[config.mk]
export PLATFORM = sky130hd
export DESIGN_NAME = rx_poll_seq
export DESIGN_NICKNAME = d
export VERILOG_FILES = /design/src/rtl/rx_poll_seq.sv
export SDC_FILE = /design/constraint.sdc
export NUM_CORES = 1
export LEC_CHECK = 0
export ABC_CLOCK_PERIOD_IN_PS = 5000
export BUFFER_PORTS_ARGS = -buffer_cell sky130_fd_sc_hd__clkbuf_2
export CORE_ASPECT_RATIO = 1.1
export CORE_MARGIN = 8
export CORE_UTILIZATION = 35
export CTS_BUF_LIST = sky130_fd_sc_hd__clkbuf_16
export CTS_CLUSTER_SIZE = 28
export DETAILED_ROUTE_END_ITERATION = 7
export PLACE_DENSITY = 0.51
export SYNTH_ARGS = -nofsm -noshare
export SYNTH_HDL_FRONTEND = slang
export SYNTH_SLANG_ARGS = --single-unit
[constraint.sdc]
create_clock -name clk -period 5 [get_ports clk]
set_clock_uncertainty 0.1 [all_clocks]
set_input_delay 0.25 -clock clk [delete_from_list [all_inputs] [get_ports clk]]
set_output_delay 0.25 -clock clk [all_outputs]
set_load 0.005 [all_outputs]
[src/rtl/rx_poll_seq.sv]
module rx_poll_seq #(
  parameter int UNIT    = 1024,
  parameter int SU_BASE = 64,
  parameter int HB_BASE = 8,
  parameter int CW      = 24
) (
  input  logic       clk,
  input  logic       rst_n,
  input  logic       tick,
  input  logic [4:0] sleep_word,
  input  logic [1:0] sleep_ext,
  input  logic [1:0] baud_sel,
  input  logic [1:0] nbits_sel,
  input  logic       dem_in,
  input  logic       off_cmd,
  output logic       proc_en,
  output logic [1:0] phase,
  output logic       data_out,
  output logic       data_valid
);
  typedef enum logic [1:0] {PH_SLEEP, PH_START, PH_CHECK, PH_RECV} ph_t;

  ph_t           ph;
  logic [CW-1:0] cnt, iv, sleep_len, start_len, hb, lo, hi;
  logic [4:0]    ecnt, need;
  logic          prev, edge_seen, bad;

  assign sleep_len = (sleep_word == 5'd0) ? CW'(1)
                   : (CW'(sleep_word) * CW'(UNIT)) << sleep_ext;
  assign start_len = CW'(SU_BASE) << baud_sel;
  assign hb        = CW'(HB_BASE) << baud_sel;
  assign lo        = hb - (hb >> 2);
  assign hi        = hb + (hb >> 2);
  assign iv        = cnt + CW'(1);
  assign edge_seen = dem_in ^ prev;
  assign bad       = (iv > hi) || (edge_seen && ecnt != 5'd0 && iv < lo);

  always_comb begin
    case (nbits_sel)
      2'd0:    need = 5'd7;
      2'd1:    need = 5'd13;
      default: need = 5'd19;
    endcase
  end

  assign phase      = ph;
  assign proc_en    = (ph != PH_SLEEP);
  assign data_valid = (ph == PH_RECV);
  assign data_out   = dem_in & data_valid;

  always_ff @(posedge clk) begin
    if (!rst_n)    prev <= 1'b0;
    else if (tick) prev <= dem_in;
  end

  always_ff @(posedge clk) begin
    if (!rst_n || off_cmd) begin
      ph   <= PH_SLEEP;
      cnt  <= '0;
      ecnt <= '0;
    end else if (tick) begin
      case (ph)
        PH_SLEEP:
          if (iv >= sleep_len) begin ph <= PH_START; cnt <= '0; end
          else cnt <= iv;
        PH_START:
          if (iv >= start_len) begin ph <= PH_CHECK; cnt <= '0; ecnt <= '0; end
          else cnt <= iv;
        PH_CHECK:
          if (bad) begin
            ph <= PH_SLEEP; cnt <= '0; ecnt <= '0;
          end else if (edge_seen) begin
            cnt  <= '0;
            ecnt <= ecnt + 5'd1;
            if (ecnt + 5'd1 == need) ph <= PH_RECV;
          end else cnt <= iv;
        default: ;
      endcase
    end
  end

  AST_OFF_TO_SLEEP: assert property (@(posedge clk) disable iff (!rst_n)
    off_cmd |=> ph == PH_SLEEP);
  AST_RECV_HOLDS: assert property (@(posedge clk) disable iff (!rst_n)
    (ph == PH_RECV && !off_cmd) |=> ph == PH_RECV);
  AST_IDLE_STABLE: assert property (@(posedge clk) disable iff (!rst_n)
    (!tick && !off_cmd) |=> ($stable(ph) && $stable(cnt)));
  AST_SLEEP_NEXT: assert property (@(posedge clk) disable iff (!rst_n)
    (ph == PH_SLEEP && !off_cmd) |=> (ph == PH_SLEEP || ph == PH_START));
  AST_START_NEXT: assert property (@(posedge clk) disable iff (!rst_n)
    (ph == PH_START && !off_cmd) |=> (ph == PH_START || ph == PH_CHECK));
  AST_ZERO_WORD: assert property (@(posedge clk) disable iff (!rst_n)
    (ph == PH_SLEEP && tick && !off_cmd && sleep_word == 5'd0) |=> ph == PH_START);
endmodule

==> impl_metrics.json, run 1 <==
{
  "ys.flop_type": "dfxtp_1",
  "yosysTopAreaCell": "ha_1",
  "utilization": 0.389,
  "leakagePower_nw": 1.73,
  "synth_edf_count": 0,
  "cts_buffers": 5,
  "drive_above_1_share": 0.109,
  "cp_max_fo": 10,
  "synth_top_family_by_area": "simple AND/OR/NAND/NOR gates",
  "async_flop_share": 0,
  "synth_area_leaders": "ha_1, dfxtp_1, xnor2_1",
  "ios": 21,
  "grt_pass1_vias": 3196,
  "vias_per_cell": 5.64,
  "place_congestion": 0.870,
  "critical_path_class": "register to register",
  "critical_path_arrival_ns": 4.55,
  "die_y_um": 123,
  "max_freq_ghz": 0.223,
  "cts_num_sinks": 32,
  "initial_core_util": 0.355,
  "cts_setup_buffers": 0,
  "overflow": 0,
  "run_status": "completed",
  "yosysSeqAreaShare": 0.176,
  "clock_path_buffers": 2,
  "stdcell_area_mm2": 0.00399,
  "synth-simple-area-share": 0.249,
  "placed_cell_area_mm2": 0.00385,
  "slew_headroom": 0.390,
  "root_buffer": "clkbuf_16",
  "h-tree-depth": 2,
  "synth_area_per_cell_um2": 8.07,
  "grt_pass1_wl_um": 15800,
  "hold_violations": 0,
  "clkTransAtPathRegs_ns": 0.06,
  "core_area_mm2": 0.0102,
  "insertion_delay_ns": 0.28,
  "drt-total-wl_um": 9550,
  "num_rows": 39,
  "synthAdderAreaFrac": 0.212,
  "worst_setup_path_start_kind": "register",
  "drtIter0Drc": 171,
  "powerDensity_mw_per_mm2": 163,
  "swShare": 0.269,
  "track_usage": 0.140,
  "portBuffers": 20,
  "switching_power_mw": 0.175,
  "crit_path_end_kind": "register",
  "drtAntennaViolNets": 0,
  "syn_inst": 451,
  "worst_pin_slew_ns": 0.912,
  "wire_per_inst_um": 16.2,
  "muxShareOfSynthArea": 0.0237,
  "final.setup.tns_ns": 0,
  "die-area_mm2": 0.0139,
  "drt_pass1_iterations": 5,
  "ir_worst_vdd_mv": 0.136,
  "crit_required_ns": 5.06,
  "intPower_mw": 0.474,
  "ys_ff_latch": 32,
  "syn_area_mm2": 0.00364,
  "comb_power_share": 0.146,
  "yosysWarnings": 0,
  "yosysMostFrequentCell": "ha_1",
  "seq_power_share": 0.398,
  "antenna_found_initial": 0,
  "period_share": 0.896,
  "slew_violations": 0,
  "synth-xor-area-share": 0.0770,
  "synth_cell_types": 69,
  "route.detailed.drc": 0,
  "final-setup-viol-count": 0,
  "dp.final_hpwl_um": 7770,
  "fp.dieW_um": 113,
  "period_needed_ns": 4.48,
  "area_growth_pct": 9.48,
  "cts.repair.resized": 0,
  "cts_tree": "yes",
  "final_net_count": 544,
  "power_frac_clock": 0.457,
  "cap_violations": 0,
  "grt_max_degree": 14,
  "min_path_type": "input port to register",
  "vias": 3335,
  "synth_compound_area_frac": 0.199,
  "yosysTopAreaCellShare": 0.206,
  "synthTopCellsByCount": "ha_1, nand2_1, dfxtp_1",
  "rsz0062_at_grt": "no",
  "n_antenna_cell": 0,
  "holdBufCountCts": 0
}
## through the flow
stage	power [mW]	instances	hold WS, ns	setup slack, ns
final	0.649	591	0.107	0.518
after global routing	0.679	591	0.124	0.198
after CTS	0.652	591	0.108	0.515
after detailed placement	0.359	583	0.381	0.536
after global placement	0.357	583	0.376	0.615
after floorplan	0.327	460	0.278	0.936
## metal layers
layer / global-route usage / share of wire
met4: 0.0467 / 0.022
met5: 0 / 0
met2: 0.241 / 0.48
met3: 0.0171 / 0.027
met1: 0.178 / 0.47
## power groups by stage
stage / combinational [mW] / sequential (mW) / clock [mW]
6_report: 0.0946 / 0.258 / 0.296
5_1_grt: 0.110 / 0.258 / 0.310
4_1_cts: 0.0961 / 0.258 / 0.298
3_5_place_dp: 0.0955 / 0.264 / 0
3_3_place_gp: 0.0934 / 0.264 / 0
2_1_floorplan: 0.0642 / 0.263 / 0
## worst max-delay path, stage by stage (launching register included)
cell	delay [ns]
dfxtp_1	0.50
ha_1	0.24
nand3_1	0.11
or3_1	0.46
nor2_1	0.18
nand3_1	0.16
or2_2	0.32
nand2_1	0.11
ha_1	0.25
and4_1	0.25
a221oi_1	0.46
nor2_1	0.10
o31ai_1	0.33
or3_1	0.33
mux2_1	0.36
o2bb2ai_1	0.12
## cell families (layout without fill, tap and decap cells)
kind of cell             Yosys count  count (layout)
AND/OR/NAND/NOR                  168             168
buffers and inverters             52              60
adder cells (fa/ha/maj)           61              61
other                              1              10
multiplexers                       8               8
AO/OA/AOI/OAI                     97              97
flip-flops                        32              32
XOR/XNOR                          32              32
## cell type report
cell class / count / area [um^2]
inverters: 25 / 93.8
repair buffers: 27 / 153
multi-input cells: 376 / 2810
clock inverters: 3 / 13.8
fillers: 1090 / 6260
clock buffers: 5 / 125
well taps: 123 / 154
flip-flops and latches: 32 / 641
## placed cells by master, fill, tap and decap left out, drive strengths merged, types with 9 or more instances in the layout
cell type and instances:
a211oi 10, nor2 29, xor2 9, ha 60
dfxtp 32, xnor2 23, nand2 37, and3 14
conb 10, inv 25, nand4 12, o21ai 12
a21oi 11, clkbuf 25, nand3 14, nor3 18
## state kept, by name, summed over array words and instances, names as in the netlist
signal,count
prev,1
phase,2
cnt,24
ecnt,5
## worst paths after layout
kind	from	slack, ns	cells past startpoint	end
worst min-delay path	rst_n	0.11	2	prev
worst max register to register	cnt[0]	0.52	15	phase[1]
worst max-delay path	cnt[0]	0.52	15	phase[1]
worst min register to register	cnt[23]	0.39	1	cnt[23]
No activity file was read; power rests on OpenSTA's default activity.
==> inputs of run 2 (changes only) <==
- CORE_MARGIN: 8 -> 4
==> run 2 against run 1 <==
Setup slack lost 0.081 ns. Largest power group unchanged. Sequential share of layout area shrank 0.095 points. Fmax shrank 1.8%. Via count shrank 0.27%. Non-clock buffer count shrank 3. Critical endpoint unchanged. Die area shrank 13%. Combinational power is essentially flat.
==> impl_metrics.json, run 2 (synthesized netlist as in run 1, its figures left out) <==
{
  "track_usage": 0.163,
  "worstHoldStart": "rst_n",
  "root_buffer": "clkbuf_16",
  "die_y_um": 115,
  "area_growth_pct": 10.1,
  "rsz0062_at_grt": "no",
  "crit_path_end_kind": "register",
  "worst_pin_slew_ns": 0.944,
  "antenna_found_initial": 0,
  "cts_num_sinks": 32,
  "slew_headroom": 0.369,
  "seq_power_share": 0.368,
  "cts_buffers": 5,
  "power_frac_clock": 0.497,
  "period_needed_ns": 4.56,
  "num_rows": 38,
  "drive_above_1_share": 0.103,
  "fp.dieW_um": 105,
  "h-tree-depth": 2,
  "min_path_type": "input port to register",
  "met1Wirelength_um": 4520,
  "cts_setup_buffers": 0,
  "drtAntennaViolNets": 0,
  "total_power_mw": 0.701,
  "drt_pass1_iterations": 5,
  "grt_max_degree": 14,
  "crit_required_ns": 5.06,
  "ios": 21,
  "vias": 3326,
  "drtIter0Drc": 212,
  "stdcell_area_mm2": 0.00401,
  "insertion_delay_ns": 0.28,
  "cts.repair.resized": 0,
  "final-setup-viol-count": 0,
  "place_congestion": 0.868,
  "final_net_count": 541,
  "placed_cell_area_mm2": 0.00385,
  "cts_tree": "yes",
  "final_cell_mix": "ha_1, nand2_1, dfxtp_1, nor2_1, inv_1",
  "n_antenna_cell": 0,
  "hold_path_end": "prev",
  "hold_depth": 2,
  "r2r-start": "cnt[0]",
  "r2r_cells": 15,
  "holdWs_ns": 0.124,
  "largest-register": "cnt",
  "largest_register_ff_count": 24,
  "cp_max_fo": 10,
  "cap_violations": 0,
  "critical_path_class": "register to register",
  "die-area_mm2": 0.0121,
  "regToRegSetupSlack_ns": 0.44,
  "comb_power_share": 0.135,
  "worst_setup_path_start_kind": "register",
  "grt_pass1_vias": 3158,
  "final.setup.tns_ns": 0,
  "portBuffers": 20,
  "holdBufCountCts": 0,
  "intPower_mw": 0.526,
  "overflow": 0,
  "critical_path_arrival_ns": 4.62,
  "run_status": "completed",
  "switching_power_mw": 0.176,
  "route.detailed.drc": 0,
  "dp.final_hpwl_um": 7830,
  "r2r-end": "phase[1]",
  "slew_violations": 0,
  "top_layer": "met4",
  "core_area_mm2": 0.0100,
  "grt_pass1_wl_um": 15900,
  "initial_core_util": 0.363,
  "final_common_cell": "ha_1",
  "vias_per_cell": 5.50,
  "leakagePower_nw": 1.73,
  "wl_met2_um": 4690,
  "clock_path_buffers": 2,
  "utilization": 0.400,
  "clkTransAtPathRegs_ns": 0.06,
  "powerDensity_mw_per_mm2": 175,
  "hold_violations": 0,
  "ir_worst_vdd_mv": 0.112,
  "period_share": 0.913,
  "max_freq_ghz": 0.219,
  "drt-total-wl_um": 9670,
  "met3_length_um": 291,
  "wire_per_inst_um": 16.0,
  "swShare": 0.251
}
[run 2: cell count changes in the layout (fill, tap and decap cells not counted), sizes merged]
cell / before / now
bufinv: 0 / 1
clkinv: 3 / 1
buf: 7 / 4
inv: 25 / 26
[run 2: power by group through the flow]
stage | clock network, mW | logic (mW) | registers [mW]
after floorplan | 0 | 0.0642 | 0.263
after global placement | 0 | 0.0932 | 0.263
after detailed placement | 0 | 0.0954 | 0.264
after CTS | 0.352 | 0.0960 | 0.258
after global routing | 0.368 | 0.110 | 0.258
final | 0.349 | 0.0948 | 0.258
[run 2: layout make-up]
| type | instances | area, um^2 |
|---|---|---|
| multi-input cells | 376 | 2810 |
| flip-flops and latches | 32 | 641 |
| well taps | 140 | 175 |
| repair buffers | 24 | 130 |
| fillers | 1019 | 6020 |
| clock buffers | 5 | 125 |
| clock inverters | 3 | 38.8 |
| inverters | 25 | 93.8 |
[run 2: how the worst max path moves through the flow]
stage	startpoint	to
finish	cnt[0]	phase[1]
global route	cnt[0]	cnt[8]
CTS	cnt[0]	phase[1]
detailed placement	cnt[0]	phase[1]
global placement	cnt[0]	phase[1]
floorplan	cnt[0]	cnt[11]
[run 2: stage by stage]
step	std cells	worst slack (ns)
5_1_grt	605	0.0331
3_3_place_gp	597	0.524
3_5_place_dp	597	0.502
2_1_floorplan	460	0.936
4_1_cts	605	0.466
6_report	605	0.437
[run 2: per-layer routing]
metal  global-route usage  vias up
li1                     -     1674
met1                0.212     1564
met2                0.283       76
met3               0.0197       12
met4               0.0481        0
met5                    0        -
[run 2: critical path: stages, from the launching register on]
cell and delay, ns:
dfxtp_1 0.50, ha_1 0.25, nand3_1 0.12, or3_1 0.46
nor2_1 0.22, nand3_1 0.17, or2_2 0.33, nand2_1 0.11
ha_1 0.25, and4_1 0.25, a221oi_1 0.46, nor2_1 0.13
o31ai_1 0.31, or3_1 0.31, mux2_1 0.35, o2bb2ai_1 0.12
==> inputs of run 3 (changes only) <==
- CORE_UTILIZATION: 35 -> 63
- GPL_TIMING_DRIVEN: unset -> 0
- PLACE_DENSITY: 0.51 -> 0.82
==> run 3 against run 2 <==
Worst hold slack got worse by 0.018 ns. Wire length fell by 9.3%. Highest routed layer unchanged. Fmax fell by 4.4%. Sequential power barely moved. Register-to-register slack got worse by 0.21 ns. Largest cell class unchanged. Largest power group unchanged. Critical path depth rose by 4. Non-clock buffer count rose by 22. Sequential share of layout area barely moved. Global-route usage rose by 11 points. Via count rose by 3.1%. Flip-flop and latch count did not move. Setup slack got worse by 0.21 ns.
==> impl_metrics.json, run 3 (synthesized netlist as in run 1, its figures left out) <==
{
  "run_status": "completed",
  "dp.final_hpwl_um": 7020,
  "overflow": 0,
  "die-area_mm2": 0.00706,
  "cts_tree": "yes",
  "clock_path_buffers": 2,
  "grt_max_degree": 13,
  "r2r_cells": 19,
  "final_net_count": 563,
  "regArea_um2": 642,
  "grt_pass1_vias": 3410,
  "total_power_mw": 0.667,
  "nFillCells": 463,
  "core_area_mm2": 0.00550,
  "h-tree-depth": 2,
  "cap_violations": 0,
  "drt-total-wl_um": 8770,
  "period_needed_ns": 4.77,
  "cp_slowest_cell": "a41oi_1",
  "initial_core_util": 0.662,
  "cts_buffers": 5,
  "drive_above_1_share": 0.127,
  "worst_pin_slew_ns": 0.794,
  "stdcell_area_mm2": 0.00403,
  "die_y_um": 87.7,
  "ir_worst_vdd_mv": 0.165,
  "placedCellCount": 554,
  "hold_depth": 2,
  "final_cell_mix": "ha_1, nand2_1, dfxtp_1, nor2_1, inv_1",
  "drt_pass1_iterations": 5,
  "root_buffer": "clkbuf_16",
  "stdcell_count": 562,
  "place_congestion": 0.861,
  "num_rows": 28,
  "drtIter0Drc": 178,
  "cts_num_sinks": 32,
  "path_cells": "ha_1, buf_2, nand3_1, or3_1, clkbuf_1, nor2_1, nand3_1, or2_2, nand2_1, ha_1, a21o_1, a211oi_2, a211o_1, a32oi_1, nor4_1, a41oi_1, and2_1, clkbuf_1, nor3_1",
  "slew_violations": 0,
  "crit_path_end_kind": "register",
  "cp_max_fo": 9,
  "n_antenna_cell": 0,
  "period_share": 0.955,
  "powerDensity_mw_per_mm2": 166,
  "multi_input_area_mm2": 0.00282,
  "hold_violations": 0,
  "crit_required_ns": 5.05,
  "antenna_found_initial": 0,
  "placed_cell_area_mm2": 0.00386,
  "largest-register": "cnt",
  "max_freq_ghz": 0.209,
  "vias": 3429,
  "critical_path_class": "register to register",
  "area_growth_pct": 10.6,
  "largest_register_ff_count": 24,
  "ios": 21,
  "min_path_type": "input port to register",
  "final-setup-viol-count": 0,
  "slew_headroom": 0.467,
  "portBuffers": 19,
  "grt_pass1_wl_um": 15100,
  "clkTransAtPathRegs_ns": 0.06,
  "final_common_cell": "ha_1",
  "wire_per_inst_um": 15.6,
  "track_usage": 0.268,
  "cpPeakStageDelay_ns": 0.61,
  "insertion_delay_ns": 0.29,
  "route.detailed.drc": 0,
  "vias_per_cell": 6.10,
  "fp.dieW_um": 80.5,
  "drtAntennaViolNets": 0,
  "critical_path_arrival_ns": 4.83,
  "worst_setup_path_start_kind": "register",
  "leakagePower_nw": 1.78,
  "cts_setup_buffers": 0
}
[run 3: cell count changes in the layout (fill, tap and decap cells not counted), moves of 2 or more]
cell | previous run | this run
clkinvlp_4 | 0 | 2
clkbuf_1 | 0 | 12
clkbuf_2 | 20 | 22
buf_2 | 0 | 8
[run 3: through the flow]
stage / setup slack [ns] / TNS (ns) / hold WS (ns) / util
2_1_floorplan: 0.936 / 0 / 0.278 / -
3_5_place_dp: 0.0686 / 0 / 0.383 / 0.702
5_1_grt: -0.00848 / -0.0233 / 0.131 / 0.732
3_3_place_gp: 0.0555 / 0 / 0.375 / 0.702
6_report: 0.226 / 0 / 0.106 / 0.732
4_1_cts: 0.0383 / 0 / 0.114 / 0.730
[run 3: layer usage]
layer / vias up / track usage / share of wire
met5: - / 0 / 0
met4: 0 / 0.0968 / 0.019
met3: 19 / 0.0648 / 0.065
met2: 99 / 0.462 / 0.49
met1: 1593 / 0.323 / 0.42
li1: 1718 / - / -
[run 3: critical path, delay by kind of cell, from the launching register on]
kind,cells,cell delay (ns)
simple gates,9,1.68
compound gates,5,1.37
buf+inv,3,0.68
flops,1,0.47
fa+ha+maj,2,0.36
[run 3: what timing repair did]
item / CTS / global route
hold buffers: 0 / 0
setup endpoints to repair: 0 / 15
resized for setup: 0 / 4
[run 3: path summary, 6_finish.rpt]
path	start	to	slack, ns
setup / recovery	cnt[1]	cnt[7]	0.23
hold / removal	rst_n	prev	0.11
setup reg to reg	cnt[1]	cnt[7]	0.23
hold reg to reg	cnt[23]	cnt[23]	0.39
[run 3: area by class of cell]
| type | count | area share |
|---|---|---|
| well taps | 75 | 0.0233 |
| repair buffers | 19 | 0.0236 |
| inverters | 25 | 0.0233 |
| plain buffers | 27 | 0.0333 |
| clock inverters | 3 | 0.00590 |
| multi-input cells | 376 | 0.700 |
| clock buffers | 5 | 0.0311 |
| flip-flops and latches | 32 | 0.159 |
[run 3: report_power, final]
group	switching, mW	leakage (nW)	internal (mW)
sequential	0.00215	0.258	0.256
combinational	0.0579	1.45	0.0376
clock	0.128	0.0660	0.185
total	0.188	1.78	0.479
